<file path="config.mk">
export PLATFORM = sky130hd
export DESIGN_NAME = uart_dbuf_tx
export DESIGN_NICKNAME = d
export VERILOG_FILES = /design/src/rtl/uart_tx_pkg.sv /design/src/rtl/txb_baud_gen.sv /design/src/rtl/txb_hold_reg.sv /design/src/rtl/txb_shift_eng.sv /design/src/rtl/uart_dbuf_tx.sv
export SDC_FILE = /design/constraint.sdc
export NUM_CORES = 1
export LEC_CHECK = 0
export BUFFER_PORTS_ARGS = -buffer_cell sky130_fd_sc_hd__buf_4
export CORE_ASPECT_RATIO = 1.2
export CORE_UTILIZATION = 45
export CTS_CLUSTER_SIZE = 16
export DETAILED_ROUTE_END_ITERATION = 8
export PLACE_DENSITY = 0.75
export SLEW_MARGIN = 20
export SYNTH_ARGS = -nofsm -noshare
export SYNTH_HDL_FRONTEND = slang
export SYNTH_SLANG_ARGS = --single-unit
</file>
<file path="constraint.sdc">
create_clock -name clk -period 2.8 [get_ports clk]
set_clock_uncertainty 0.1 [all_clocks]
set_input_delay 0.56 -clock clk [delete_from_list [all_inputs] [get_ports clk]]
set_output_delay 0.56 -clock clk [all_outputs]
set_load 0.01 [all_outputs]
</file>
<file path="src/rtl/uart_tx_pkg.sv">
package uart_tx_pkg;

  localparam int OVS_HI = 16;
  localparam int OVS_LO = 64;

  typedef enum logic [1:0] {
    TX_IDLE  = 2'd0,
    TX_START = 2'd1,
    TX_DATA  = 2'd2,
    TX_STOP  = 2'd3
  } tx_state_t;

endpackage

</file>
<file path="src/rtl/txb_baud_gen.sv">
module txb_baud_gen #(
  parameter int DIV_W    = 16,
  parameter int NARROW_W = 8
) (
  input  logic             clk,
  input  logic             rst,
  input  logic             run,
  input  logic             restart,
  input  logic             div_wide,
  input  logic [DIV_W-1:0] div_value,
  output logic             tick
);

  logic [DIV_W-1:0] reload;
  logic [DIV_W-1:0] cnt;

  generate
    if (DIV_W > NARROW_W) begin : g_mask
      always_comb reload = div_wide ? div_value
                                    : {{(DIV_W-NARROW_W){1'b0}}, div_value[NARROW_W-1:0]};
    end else begin : g_nomask
      always_comb reload = div_value;
    end
  endgenerate

  always_ff @(posedge clk) begin
    if (rst || !run || restart) begin
      cnt <= reload;
    end else if (cnt == '0) begin
      cnt <= reload;
    end else begin
      cnt <= cnt - 1'b1;
    end
  end

  assign tick = run && (cnt == '0);

  // a nonzero divisor leaves at least one quiet cycle between ticks
  p_tick_space_r3: assert property (@(posedge clk) disable iff (rst)
    (tick && run && !restart && reload != '0) |=> !tick);

endmodule

</file>
<file path="src/rtl/txb_hold_reg.sv">
module txb_hold_reg #(
  parameter int DATA_W = 8
) (
  input  logic            clk,
  input  logic            rst,
  input  logic            run,
  input  logic            wr,
  input  logic [DATA_W-1:0] wr_data,
  input  logic            wr_bit9,
  input  logic            take,
  input  logic            irq_en,
  output logic            hold_full,
  output logic [DATA_W:0] hold_word,
  output logic            buf_empty,
  output logic            irq
);

  always_ff @(posedge clk) begin
    if (rst || !run) begin
      hold_full <= 1'b0;
    end else if (wr) begin
      hold_full <= 1'b1;
    end else if (take) begin
      hold_full <= 1'b0;
    end
  end

  always_ff @(posedge clk) begin
    if (rst) begin
      hold_word <= '0;
    end else if (run && wr) begin
      hold_word <= {wr_bit9, wr_data};
    end
  end

  // flag trails the occupancy bit by one register stage
  always_ff @(posedge clk) begin
    if (rst || !run) begin
      buf_empty <= 1'b0;
    end else begin
      buf_empty <= !hold_full;
    end
  end

  assign irq = buf_empty && irq_en;

  // two cycles after an accepted write the flag reads low
  p_flag_drop_r6: assert property (@(posedge clk) disable iff (rst)
    ($past(run && wr) && run) |=> !buf_empty);

  // enabling forces the flag set
  p_flag_forced_r7: assert property (@(posedge clk) disable iff (rst)
    $rose(run) |=> buf_empty);

  // disabled means flag low
  p_flag_off_r7: assert property (@(posedge clk) disable iff (rst)
    !run |=> !buf_empty);

endmodule

</file>
<file path="src/rtl/txb_shift_eng.sv">
module txb_shift_eng
  import uart_tx_pkg::*;
#(
  parameter int DATA_W = 8
) (
  input  logic            clk,
  input  logic            rst,
  input  logic            run,
  input  logic            tick,
  input  logic            hi_speed,
  input  logic            nine_mode,
  input  logic            hold_full,
  input  logic [DATA_W:0] hold_word,
  output logic            take,
  output logic            line_o,
  output logic            shift_empty_o
);

  localparam int SUB_W  = $clog2(OVS_LO);
  localparam int CNT_W  = $clog2(DATA_W + 1);
  localparam int WORD_W = DATA_W + 1;

  tx_state_t          state;
  logic [SUB_W-1:0]   sub_cnt;
  logic [SUB_W-1:0]   sub_last;
  logic [CNT_W-1:0]   bit_cnt;
  logic [CNT_W-1:0]   last_idx;
  logic [WORD_W-1:0]  shreg;
  logic               hs_r;
  logic               nine_r;
  logic               bit_end;

  always_comb begin
    sub_last = hs_r ? SUB_W'(OVS_HI - 1) : SUB_W'(OVS_LO - 1);
    last_idx = nine_r ? CNT_W'(DATA_W) : CNT_W'(DATA_W - 1);
    bit_end  = (state != TX_IDLE) && tick && (sub_cnt == sub_last);
    take     = run && hold_full &&
               ((state == TX_IDLE) || (state == TX_STOP && bit_end));
  end

  always_ff @(posedge clk) begin
    if (rst || !run) begin
      state         <= TX_IDLE;
      line_o        <= 1'b1;
      shift_empty_o <= 1'b1;
      sub_cnt       <= '0;
      bit_cnt       <= '0;
      shreg         <= '0;
      hs_r          <= 1'b1;
      nine_r        <= 1'b0;
    end else if (take) begin
      state         <= TX_START;
      line_o        <= 1'b0;
      shift_empty_o <= 1'b0;
      sub_cnt       <= '0;
      bit_cnt       <= '0;
      shreg         <= hold_word;
      hs_r          <= hi_speed;
      nine_r        <= nine_mode;
    end else if (state != TX_IDLE && tick) begin
      if (!bit_end) begin
        sub_cnt <= sub_cnt + 1'b1;
      end else begin
        sub_cnt <= '0;
        case (state)
          TX_START: begin
            line_o  <= shreg[0];
            shreg   <= shreg >> 1;
            bit_cnt <= '0;
            state   <= TX_DATA;
          end
          TX_DATA: begin
            if (bit_cnt == last_idx) begin
              line_o <= 1'b1;
              state  <= TX_STOP;
            end else begin
              line_o  <= shreg[0];
              shreg   <= shreg >> 1;
              bit_cnt <= bit_cnt + 1'b1;
            end
          end
          TX_STOP: begin
            line_o        <= 1'b1;
            shift_empty_o <= 1'b1;
            state         <= TX_IDLE;
          end
          default: state <= TX_IDLE;
        endcase
      end
    end
  end

  // idle line is high
  p_idle_high_r1: assert property (@(posedge clk) disable iff (rst)
    shift_empty_o |-> line_o);

  // a handoff starts the start bit on the next cycle
  p_load_start_r5: assert property (@(posedge clk) disable iff (rst)
    take |=> (!line_o && !shift_empty_o));

  // losing the enable aborts the frame
  p_abort_r11: assert property (@(posedge clk) disable iff (rst)
    !run |=> (line_o && shift_empty_o));

endmodule

</file>
<file path="src/rtl/uart_dbuf_tx.sv">
module uart_dbuf_tx
  import uart_tx_pkg::*;
#(
  parameter int DATA_W   = 8,
  parameter int DIV_W    = 16,
  parameter int NARROW_W = 8
) (
  input  logic              clk,
  input  logic              rst,
  input  logic              port_en,
  input  logic              tx_en,
  input  logic              sync_mode,
  input  logic              nine_bit_mode,
  input  logic              hi_speed,
  input  logic              div_wide,
  input  logic [DIV_W-1:0]  div_value,
  input  logic              irq_en,
  input  logic              wr_valid,
  input  logic [DATA_W-1:0] wr_data,
  input  logic              wr_bit9,
  output logic              serial_out,
  output logic              buf_empty,
  output logic              irq,
  output logic              shift_empty
);

  logic            active;
  logic            tick;
  logic            take;
  logic            hold_full;
  logic [DATA_W:0] hold_word;

  assign active = port_en && tx_en && !sync_mode;

  txb_baud_gen #(.DIV_W(DIV_W), .NARROW_W(NARROW_W)) u_baud (
    .clk       (clk),
    .rst       (rst),
    .run       (active),
    .restart   (take),
    .div_wide  (div_wide),
    .div_value (div_value),
    .tick      (tick)
  );

  txb_hold_reg #(.DATA_W(DATA_W)) u_hold (
    .clk       (clk),
    .rst       (rst),
    .run       (active),
    .wr        (wr_valid),
    .wr_data   (wr_data),
    .wr_bit9   (wr_bit9),
    .take      (take),
    .irq_en    (irq_en),
    .hold_full (hold_full),
    .hold_word (hold_word),
    .buf_empty (buf_empty),
    .irq       (irq)
  );

  txb_shift_eng #(.DATA_W(DATA_W)) u_shift (
    .clk           (clk),
    .rst           (rst),
    .run           (active),
    .tick          (tick),
    .hi_speed      (hi_speed),
    .nine_mode     (nine_bit_mode),
    .hold_full     (hold_full),
    .hold_word     (hold_word),
    .take          (take),
    .line_o        (serial_out),
    .shift_empty_o (shift_empty)
  );

  // a strobe while disabled never starts a frame
  p_ignore_wr_r10: assert property (@(posedge clk) disable iff (rst)
    (!active && wr_valid) |=> shift_empty);

endmodule

</file>
## Word level (Yosys, flattened, before mapping)

Index checks and enable logic that the tools add are counted.

- Equal/unequal tests: 9
- Reductions and logical operators: 33
- Add/sub/neg operators: 3
- Multiplexer cells: 29

Operators by type and width:

| kind | count |
|---|---|
| $mux 16 | 3 |
| $mux 9 | 4 |
| $pmux 9 s2 | 1 |
| $logic_not 16->1 | 1 |
| $sub 16x1->16 const B | 1 |
| $mux 1 | 13 |
| $mux 6 | 2 |
| $reduce_and 3->1 | 4 |
| $reduce_bool 2->1 | 6 |
| $logic_and 1x1->1 | 10 |
| $mux 4 | 2 |
| $pmux 4 s2 | 1 |
| $reduce_and 4->1 | 2 |
| $add 6x1->6 const B | 1 |
| $eq 6x6->1 | 1 |
| $add 4x1->4 const B | 1 |
| $eq 2x2->1 const B | 2 |
| $eq 4x4->1 | 1 |
| $pmux 2 s2 | 1 |
| $reduce_bool 4->1 | 1 |
| $logic_not 1->1 | 3 |
| $logic_or 1x1->1 | 3 |
| $ne 3x2->1 const B | 1 |
| $ne 3x3->1 const B | 1 |
| 8 further kinds | 8 |

- Output and inout port bits: 4
- Register bits: 52
- Input port bits: 35
- Logic and storage cells: 87

## Logic depth before layout (Yosys ltp)

- Depth after elaboration: 10
- Depth in mapped cells: 10
- Mapped depth without buffers: 7

## Modules after synthesis

Synthesis repeated with hierarchy kept, for this count alone.

- Cell total of the unflattened synthesis: 280
- Area total of the unflattened synthesis: 2740.1 µm²

Modules (own cells, without submodules):

| module | seq. area each (µm²) | cells each | area an instance (µm²) | times used |
|---|---|---|---|---|
| txb_shift_eng | 500.5 | 142 | 1336.3 | 1 |
| txb_baud_gen | 320.3 | 88 | 913.4 | 1 |
| txb_hold_reg | 220.2 | 49 | 481.7 | 1 |
| uart_dbuf_tx | 0.0 | 1 | 8.8 | 1 |

## Worst setup path after synthesis

OpenSTA, ideal clock, no wires.

- Path type: register to register
- Start: register u_baud.cnt[0]
- End: register u_shift.shreg[0]
- Path slack: 0.186 ns
- Required time: 2.588 ns
- Buffers on the path: 2
- Setup time: 0.112 ns
- Arrival: 2.402 ns
- Stages on the path, launching flop included: 10
- Clock period less this slack: 2.614 ns
- Cells stage by stage: dfxtp_1 inv_1 ha_1 or4b_1 buf_2 or4_4 buf_6 o21ai_4 a21oi_1 a2111oi_1

- Word-level cells in the longest chain between the ends: 9
- Elaborated cells on any way between the ends: 13
- Those cells by class: eq/ne: 1; mux: 1; reduce/logical: 11

Ends and longest elaborated chain:

| item | RTL line | RTL |
|---|---|---|
| from (decl) | txb_baud_gen.sv:15 | `logic [DIV_W-1:0] cnt;` |
| from (signal assigned) | txb_baud_gen.sv:28 | `cnt <= reload;` |
| from (signal assigned) | txb_baud_gen.sv:30 | `cnt <= reload;` |
| from (signal assigned) | txb_baud_gen.sv:32 | `cnt <= cnt - 1'b1;` |
| $logic_not 16->1 (*) | txb_baud_gen.sv:36 | `assign tick = run && (cnt == '0);` |
| $logic_and 1x1->1 (*) | txb_baud_gen.sv:36 |  |
| $logic_and 1x1->1 (*) | txb_shift_eng.sv:36, txb_shift_eng.sv:60 |  |
| $logic_and 1x1->1 | txb_shift_eng.sv:36 | `bit_end = (state != TX_IDLE) && tick && (sub_cnt == sub_last);` |
| $logic_and 1x1->1 | txb_shift_eng.sv:38 | `((state == TX_IDLE) \|\| (state == TX_STOP && bit_end));` |
| $logic_or 1x1->1 | txb_shift_eng.sv:38 |  |
| $logic_and 1x1->1 | txb_shift_eng.sv:37 | `take = run && hold_full &&` |
| $ne 3x3->1 (no line) (tied with other cells) | -- |  |
| $reduce_and 4->1 (no line) | -- |  |
| to (signal assigned) | txb_shift_eng.sv:57 | `shreg <= hold_word;` |
| to (signal assigned) | txb_shift_eng.sv:68 | `shreg <= shreg >> 1;` |
| to (signal assigned) | txb_shift_eng.sv:78 | `shreg <= shreg >> 1;` |
| to (decl) | txb_shift_eng.sv:28 | `logic [WORD_W-1:0] shreg;` |

Every way passes the cells marked *; elsewhere a longest branch is shown, timed or not.
A chain may end at the register's enable or synchronous reset.

## Worst setup path after layout

- Start: register u_baud.cnt[0]
- End: register u_shift.shreg[2]

The elaborated chain is that of the path after synthesis.

==> results.tsv <==
stage	metric	value	unit
status	outcome	complete, but fails checks	
status	violations	design-rule violations	
detailed_routing	routed_wl	5600	um
power_and_ir_drop	leakage	0.00115	uW
floorplanning	dieHeight	85.3	um
critical_path	crit_type	reg -> reg	
cts	holdBufCountCts	0	
synthesis	ys_warn_count	0	
critical_path	cpMaxStageDelayCell	or4_4	
synthesis	synthCells	311	
sta	period_minus_slack	2.70	ns
final_layout	synthToLayoutAreaGrowth	18.3	%
cts	clockRootBuffer	clkbuf_8	
critical_path	cp_max_fo	10	
cts	cts_setup_buffers	0	
cts	post_cts_resized	0	
detailed_routing	viasPerCell	5.61	
critical_path	crit_chain	inv_1 -> ha_1 -> or4b_1 -> or4_4 -> o21ai_4 -> a21oi_1 -> a2111oi_1	
placement	dp_hpwl	4300	um
global_routing	track_usage	19.4	%
cts	cts_tree	built	
floorplanning	die_area	6090	um2
synthesis	netlist_area	2600	um2
synthesis	syn-num-nets	353	
floorplanning	die_w	71.4	um
detailed_routing	vias	2335	
global_routing	grt_pass1_vias	2135	
cts	numCtsBuffers	5	
global_routing	grt_pass1_wl	9550	um
critical_path	start_kind	flop	
cts	clk_pin_slew	0.09	ns
synthesis	synth-edff-count	0	
placement	port_buffers	38	
cts	htree_levels	2	
cts	cts.path.max_buffers	2	
sta	slew_viol_final	0	
cts	cts_sinks	52	
detailed_routing	dr.pass1.iters	6	
critical_path	cp_data_required_time	2.89	ns
floorplanning	coreArea	5440	um2
sta	setup_viol	0	
global_routing	grt_start_max_net_pins	33	
synthesis	synthFlopType	dfxtp_1	
power_and_ir_drop	powerDensity	424	nW/um2
synthesis	avgSynthCellArea	8.36	um2
critical_path	critical_path.endpoint_type	flop	
detailed_routing	drc	2	
critical_path	crit_buf_inv	1	
sta	max_freq	370	MHz
sta	worst_pin_slew	0.617	ns
sta	period_share	96.6	%
detailed_routing	drtIter0Drc	162	
floorplanning	start_util	47.8	%
critical_path	crit_path_max_incr_delay	0.59	ns
global_routing	globalRouteOverflowTotal	0	
run	cap_violations	0	
sta	relSlewSlack	58.6	%
hold_path	hold_path.class	in -> reg	
synthesis	ys_types	49	
sta	setup_tns	0	ns
floorplanning	io_pins	39	
critical_path	worstPathArrival	2.79	ns
sta	rsz0062_at_grt	no	
sta	hold_slack	0.346	ns
critical_path	critPathTopFamily	simple AND/OR/NAND/NOR gates	
final_layout	num-nets-final	395	
cts	insertion_delay	0.30	ns
placement	finalWeightedCongestion	0.826	
global_routing	antenna_found_initial	0	
floorplanning	row_count	29	
final_layout	diodes	0	
synthesis	async_flop_share	0	%
final_layout	drive_above_1_share	18.6	%
synthesis	ys_seq_area_share	40.0	%
sta	hold_viol_final	0	
power_and_ir_drop	peakVddDrop	0.225	mV
synthesis	synth_seq_cells	52	
detailed_routing	routedWlPerCell	13.5	um
detailed_routing	postRouteAntennaNets	0	
[final cells by class]
type                    instances  area [um2]
multi-input cells             235        1470
flip-flops and latches         52        1040
repair buffers                 45         350
fillers                       512        2360
clock inverters                 3        18.8
inverters                      14        52.6
clock buffers                   5        68.8
well taps                      62        77.6
[layer usage]
layer	part of all wire [%]	GRT usage [%]	vias up
met5	0	0	-
met4	1.0	4.91	0
met3	4.3	3.56	6
met2	48	33.4	50
met1	46	24.8	1072
li1	-	-	1207
[Yosys cell counts, drive strengths merged (5+ instances only)]
library cell  instances  area share (%)
dfxtp                52              40
nand2                38             5.5
a21oi                33             6.5
nor2                 24             3.5
nand3                21             4.0
o21ai                20             4.3
inv                  14             2.0
nor4                 13             3.6
xnor2                12             4.0
a2111oi               8             3.8
ha                    7             3.4
clkbuf                6            0.87
or3                   5             1.2
or4                   5             1.6
xor2                  5             1.7
[report_power, final]
| part | internal, uW | total (uW) | leakage, uW | switching [uW] |
|---|---|---|---|---|
| registers | 758 | 775 | 0.000425 | 16.7 |
| clock network | 175 | 419 | 0.0000479 | 244 |
| logic | 60.7 | 110 | 0.000674 | 49.6 |
[cell usage in the layout, fill, tap and decap left out, types with 4 or more instances in the layout]
cell type | netlist | final
a2111oi_2 | 4 | 4
inv_1 | 14 | 14
nand3_1 | 21 | 21
a2111oi_1 | 4 | 4
ha_1 | 7 | 7
and3_1 | 4 | 4
nor4_1 | 11 | 11
xnor2_1 | 12 | 12
clkbuf_8 | 0 | 5
nor2_1 | 24 | 24
nor3_1 | 4 | 4
a21oi_1 | 32 | 32
or4_1 | 4 | 4
dfxtp_1 | 52 | 52
nand2_1 | 38 | 38
or3_1 | 5 | 5
buf_4 | 0 | 44
o21ai_0 | 19 | 19
and2_1 | 4 | 4
xor2_1 | 5 | 5
[registers in the layout, indices dropped and copies added, names as in the netlist]
| name | flops |
|---|---|
| u_baud.cnt | 16 |
| u_hold.hold_word | 9 |
| u_shift.shreg | 9 |
| u_shift.sub_cnt | 6 |
| u_shift.bit_cnt | 4 |
| u_shift.state | 2 |
| u_hold.buf_empty | 1 |
| u_hold.hold_full | 1 |
| u_shift.hs_r | 1 |
| u_shift.line_o | 1 |
| u_shift.nine_r | 1 |
| u_shift.shift_empty_o | 1 |
[per-stage QoR]
| stage | std cells | utilization [%] | setup WS, ns | cell area (um2) | total power [uW] |
|---|---|---|---|---|---|
| finish | 416 | 56.6 | 0.0963 | 3080 | 1300 |
| global route | 416 | 56.6 | 0.0124 | 3080 | 1360 |
| CTS | 416 | 56.4 | 0.0989 | 3070 | 1310 |
| detailed placement | 408 | 54.8 | 0.129 | 2980 | 902 |
| global placement | 408 | 54.8 | 0.188 | 2980 | 899 |
| floorplan | 311 | - | 0.186 | 2600 | 845 |
[kinds of logic (layout without fill, tap and decap cells)]
| family | after synthesis | in the layout | synth area share [%] |
|---|---|---|---|
| XOR/XNOR | 17 | 17 | 5.72 |
| buffers and inverters | 24 | 67 | 3.80 |
| AO/OA/AOI/OAI | 81 | 81 | 20.9 |
| AND/OR/NAND/NOR | 130 | 130 | 26.2 |
| flip-flops | 52 | 52 | 40.0 |
| adder cells (fa/ha/maj) | 7 | 7 | 3.37 |
[worst paths after layout]
| kind | depth (start not counted) | slack (ns) | from | to |
|---|---|---|---|---|
| min | 2 | 0.35 | div_value[7] | u_baud.cnt[7] |
| min reg2reg | 2 | 0.36 | u_hold.hold_word[4] | u_hold.hold_word[4] |
| max | 7 | 0.1 | u_baud.cnt[0] | u_shift.shreg[2] |
| max reg2reg | 7 | 0.1 | u_baud.cnt[0] | u_shift.shreg[2] |
Note: power is estimated with default switching activity, not from simulation.
